**src/rtl/rtc_alarm_pkg.sv**
```systemverilog
package rtc_alarm_pkg;
  localparam int NFIELD    = 6;
  localparam int DATA_W    = 8;
  localparam int VAL_W     = DATA_W - 1;
  localparam int ADDR_W    = 3;
  localparam int FLAG_ADDR = NFIELD;

  // Value bits each field keeps (BCD width of the field)
  function automatic logic [VAL_W-1:0] field_mask(input int idx);
    case (idx)
      0, 1:    return 7'h7F;  // seconds, minutes
      2, 4:    return 7'h3F;  // hours, day of month
      3:       return 7'h07;  // day of week
      default: return 7'h1F;  // month
    endcase
  endfunction
endpackage

```
**src/rtl/rtc_alarm_field.sv**
```systemverilog
module rtc_alarm_field
  import rtc_alarm_pkg::*;
#(
  parameter logic [VAL_W-1:0] VAL_MASK = '1
) (
  input  logic              clk,
  input  logic              rst,
  input  logic              wr,
  input  logic [DATA_W-1:0] wdata,
  input  logic [VAL_W-1:0]  cnt,
  output logic [DATA_W-1:0] rd_val,
  output logic              en,
  output logic              eq
);
  logic [VAL_W-1:0] val = '0;

  // Enable bit: cleared by reset
  always_ff @(posedge clk) begin
    if (rst)     en <= 1'b0;
    else if (wr) en <= wdata[DATA_W-1];
  end

  // Value bits: not reset, only masked bits are stored
  always_ff @(posedge clk) begin
    if (wr && !rst) val <= wdata[VAL_W-1:0] & VAL_MASK;
  end

  assign rd_val = {en, val};
  assign eq     = ((cnt & VAL_MASK) == val);
endmodule

```
**src/rtl/rtc_alarm_flag.sv**
```systemverilog
module rtc_alarm_flag (
  input  logic clk,
  input  logic rst,
  input  logic clr,
  input  logic hit,
  output logic flag
);
  always_ff @(posedge clk) begin
    if (rst) flag <= 1'b0;
    else     flag <= (flag & ~clr) | hit;
  end
endmodule

```
**src/rtl/rtc_alarm_match.sv**
```systemverilog
module rtc_alarm_match
  import rtc_alarm_pkg::*;
(
  input  logic              clk,
  input  logic              rst,
  input  logic              reg_we,
  input  logic [ADDR_W-1:0] reg_addr,
  input  logic [DATA_W-1:0] reg_wdata,
  output logic [DATA_W-1:0] reg_rdata,
  input  logic              cnt_tick,
  input  logic [VAL_W-1:0]  cnt_sec,
  input  logic [VAL_W-1:0]  cnt_min,
  input  logic [VAL_W-1:0]  cnt_hour,
  input  logic [VAL_W-1:0]  cnt_wday,
  input  logic [VAL_W-1:0]  cnt_mday,
  input  logic [VAL_W-1:0]  cnt_mon,
  output logic              alarm_flag
);
  logic [VAL_W-1:0]  cnt_vec [NFIELD];
  logic [DATA_W-1:0] rd_vec  [NFIELD];
  logic [NFIELD-1:0] en_vec;
  logic [NFIELD-1:0] eq_vec;
  logic              hit;
  logic              clr;
  logic [DATA_W-1:0] rd_mux;

  assign cnt_vec[0] = cnt_sec;
  assign cnt_vec[1] = cnt_min;
  assign cnt_vec[2] = cnt_hour;
  assign cnt_vec[3] = cnt_wday;
  assign cnt_vec[4] = cnt_mday;
  assign cnt_vec[5] = cnt_mon;

  for (genvar g = 0; g < NFIELD; g++) begin : g_field
    rtc_alarm_field #(.VAL_MASK(field_mask(g))) u_field (
      .clk    (clk),
      .rst    (rst),
      .wr     (reg_we && (reg_addr == ADDR_W'(g))),
      .wdata  (reg_wdata),
      .cnt    (cnt_vec[g]),
      .rd_val (rd_vec[g]),
      .en     (en_vec[g]),
      .eq     (eq_vec[g])
    );
  end

  assign hit = cnt_tick && (|en_vec) && (&(eq_vec | ~en_vec));
  assign clr = reg_we && (reg_addr == ADDR_W'(FLAG_ADDR)) && !reg_wdata[0];

  rtc_alarm_flag u_flag (
    .clk  (clk),
    .rst  (rst),
    .clr  (clr),
    .hit  (hit),
    .flag (alarm_flag)
  );

  always_comb begin
    rd_mux = '0;
    for (int i = 0; i < NFIELD; i++)
      if (reg_addr == ADDR_W'(i)) rd_mux = rd_vec[i];
    if (reg_addr == ADDR_W'(FLAG_ADDR)) rd_mux = {{(DATA_W-1){1'b0}}, alarm_flag};
  end

  always_ff @(posedge clk) begin
    if (rst) reg_rdata <= '0;
    else     reg_rdata <= rd_mux;
  end
endmodule

```
**config.mk**
```make
export PLATFORM = sky130hd
export DESIGN_NAME = rtc_alarm_match
export DESIGN_NICKNAME = d
export VERILOG_FILES = /design/src/rtl/rtc_alarm_pkg.sv /design/src/rtl/rtc_alarm_field.sv /design/src/rtl/rtc_alarm_flag.sv /design/src/rtl/rtc_alarm_match.sv
export SDC_FILE = /design/constraint.sdc
export NUM_CORES = 1
export LEC_CHECK = 0
export BUFFER_PORTS_ARGS = -buffer_cell sky130_fd_sc_hd__buf_2
export CORE_UTILIZATION = 35
export DETAILED_ROUTE_END_ITERATION = 8
export HOLD_SLACK_MARGIN = 0.06
export PLACE_DENSITY = 0.59
export SYNTH_ARGS = -nofsm -noshare
export SYNTH_HDL_FRONTEND = slang
export SYNTH_SLANG_ARGS = --single-unit
```
**constraint.sdc**
```tcl
create_clock -name clk -period 1.4 [get_ports clk]
set_input_delay 0.07 -clock clk [delete_from_list [all_inputs] [get_ports clk]]
set_output_delay 0.07 -clock clk [all_outputs]
set_load 0.1 [all_outputs]
```
==> results.txt <==
MaxCap Viol Count -> 0
post-route ant nets -> 0
Post-Syn Area per Cell -> 12.07 sq um
Final Hold Violating Endpoints -> 0
vias -> 1779
crit-path cells -> xnor2_1, nand4_1, o41ai_2, nand3_1, o32ai_1
Final Cycle Share -> 97.08%
number of synthesized flops with an enable pin -> 34
static leakage -> 1.142 nW
Pwr Total -> 2.901 mW
run status -> finished clean
placed cell count -> 336
Routed WL per cell -> 17.01 um
most frequent cells in the layout -> 57 x buf_2, 34 x edfxtp_1, 21 x nor2_1, 19 x buf_4, 18 x xnor2_1
WS Path Type -> flop to flop
Tmin final -> 1.359 ns
syn nets -> 250
DRT Wirelength -> 6.003 mm
All-Layer GR Usage -> 18.25%
# nets final -> 332
PortBufs -> 57
FF/Latch Area -> 1323 sq um
largest net degree at the start of global routing -> 20
Worst-Skew Late Latency -> 0.31 ns
area of the multi-input gates -> 967.2 sq um
most common cell after layout, fill and taps aside -> buf_2
Final Cell Area -> 2995 sq um
RSZ-0062 raised after global routing -> yes
TritonCTS buffer count -> 5
area grow syn2layout -> 28.57%
FFs w/ async S/R, synth -> 0%
die area -> 6986 sq um
post-place instance area -> 2785 sq um
Iteration-0 DRC Markers -> 144
highest-delay cell along the critical path -> edfxtp_1
clk buf depth -> 2
Reg clk slew, reported paths -> 0.09 ns
Cell variety after synth -> 33
Pre-antenna DRT Iters -> 4
Placement Rows -> 29
Cell Count, Final, Fillers Out -> 353
TritonCTS clock tree -> done
YS warnings -> 0
vias in the first global route -> 1819
P per Cell Area -> 968.4 nW/um^2
Starting Density -> 36.48%
Sink Count -> 49
CTS Root Cell -> clkbuf_8
register area share after synthesis -> 56.71%
cell count after synthesis -> 193
vias per cell -> 5.040
critical path fanouts, max -> 2
I/O Pins -> 66
HP Class -> primary input to flop
prevailing post-synth register cell -> edfxtp_1
FMAX -> 735.8 MHz
flops & latches, synth -> 49
Syn Std Cell Area -> 2330 sq um
Critical Path AT -> 1.58 ns
crit start category -> flop
first-pass GRT wire length -> 9.597 mm
worst slew pin tran -> 0.4942 ns
fin. max-slew vios -> 0
GRT Residual Overflow -> 0
clk_skew -> 0.008660 ns
DRC Markers -> 0
final setup fails -> 0
max incr delay on CP -> 0.43 ns
share of cells above drive strength 1 -> 35.87%
VDD IR max -> 0.0007158 V
die span in y -> 83.59 um
Final HPWL DP -> 4.658 mm
fillcell total -> 625
chip width -> 83.59 um
Final GP Congestion -> 0.8015
Inserted Diodes -> 0
Worst Path Required -> 1.62 ns
initial antenna violation count -> 0
crit end category -> flop
H-tree depth -> 2
area of the core -> 6386 sq um
Slew headroom -> 67.28%
==> area by class of cell <==
cell class / instances / area share (%)
sequential: 49 / 44.15
multi-input combinational: 131 / 32.29
timing repair buffer: 84 / 16.96
tap: 77 / 3.216
clock buffer: 5 / 2.297
clock inverter: 3 / 0.5848
inverter: 4 / 0.5013
==> report_power, final <==
part           internal [mW]  switching (mW)  leakage [nW]  total [mW]
registers               1.58          0.0215         0.430        1.61
logic                  0.183           0.295         0.668       0.478
clock network          0.345           0.472        0.0439       0.817
==> metrics by stage <==
stage / TNS [ns] / setup WS, ns / util, % / hold WS (ns)
after floorplan: 0 / 0.03491 / - / 0.1689
after global placement: -0.003168 / -0.003168 / 43.61 / 0.2629
after detailed placement: -0.03548 / -0.03548 / 43.61 / 0.2645
after CTS: 0 / 0.01860 / 46.45 / 0.1107
after global routing: -0.07933 / -0.07871 / 46.90 / 0.1365
final: 0 / 0.04095 / 46.90 / 0.1034
==> what timing repair did <==
action                                  CTS  global route
endpoints found under the hold margin    33             0
pin swaps                                 0             5
hold buffers                              8             0
buffers inserted                          0             1
endpoints found under the setup margin    1             2
resized for setup                         2             4
==> critical path, delay by kind of cell, from the launching register on <==
kind	cells	cell delay [ns]
AO/OA/AOI/OAI	2	0.37
XOR/XNOR	1	0.22
flip-flops	1	0.43
AND/OR/NAND/NOR	2	0.26
==> cell usage after synthesis, types with 5 or more instances <==
library cell | instances | area share (%)
edfxtp_1 | 34 | 44
nor2_1 | 21 | 3.4
xnor2_1 | 19 | 7.1
dfxtp_1 | 15 | 13
xor2_1 | 15 | 5.6
nand2_1 | 9 | 1.4
a21oi_1 | 8 | 1.7
mux2i_1 | 8 | 3.4
nor3_1 | 8 | 1.7
a211oi_1 | 5 | 1.6
buf_4 | 5 | 1.6
nand4_1 | 5 | 1.3
o21ai_1 | 5 | 1.1
==> worst paths after layout <==
check / slack, ns / end / cells after the start / start
hold reg to reg: 0.52 / u_flag.flag / 2 / u_flag.flag
setup reg to reg: 0.04 / u_flag.flag / 5 / g_field[1].u_field.val[2]
setup / recovery: 0.04 / u_flag.flag / 5 / g_field[1].u_field.val[2]
hold / removal: 0.10 / reg_rdata[6] / 3 / rst
==> routing by layer <==
layer  vias up  part of all wire [%]  GRT usage, %
met4         0                   2.7         7.088
met1       849                    47         24.49
met3        14                   3.8         3.561
li1        865                     -             -
met5         -                     0             0
met2        51                    46         29.12
==> sequential cells by signal, indices dropped and copies added (netlist names) <==
register / flops
g_field.u_field.val: 34
u_flag.flag: 1
reg_rdata: 8
g_field.u_field.en: 6
==> cells by family after synthesis <==
kind of cell	synth area share (%)
flops	56.71
compound gates	8.701
xor+xnor	12.78
mux	7.788
buf+inv	3.330
simple gates	10.69
Power figures use the tool's default switching activity.
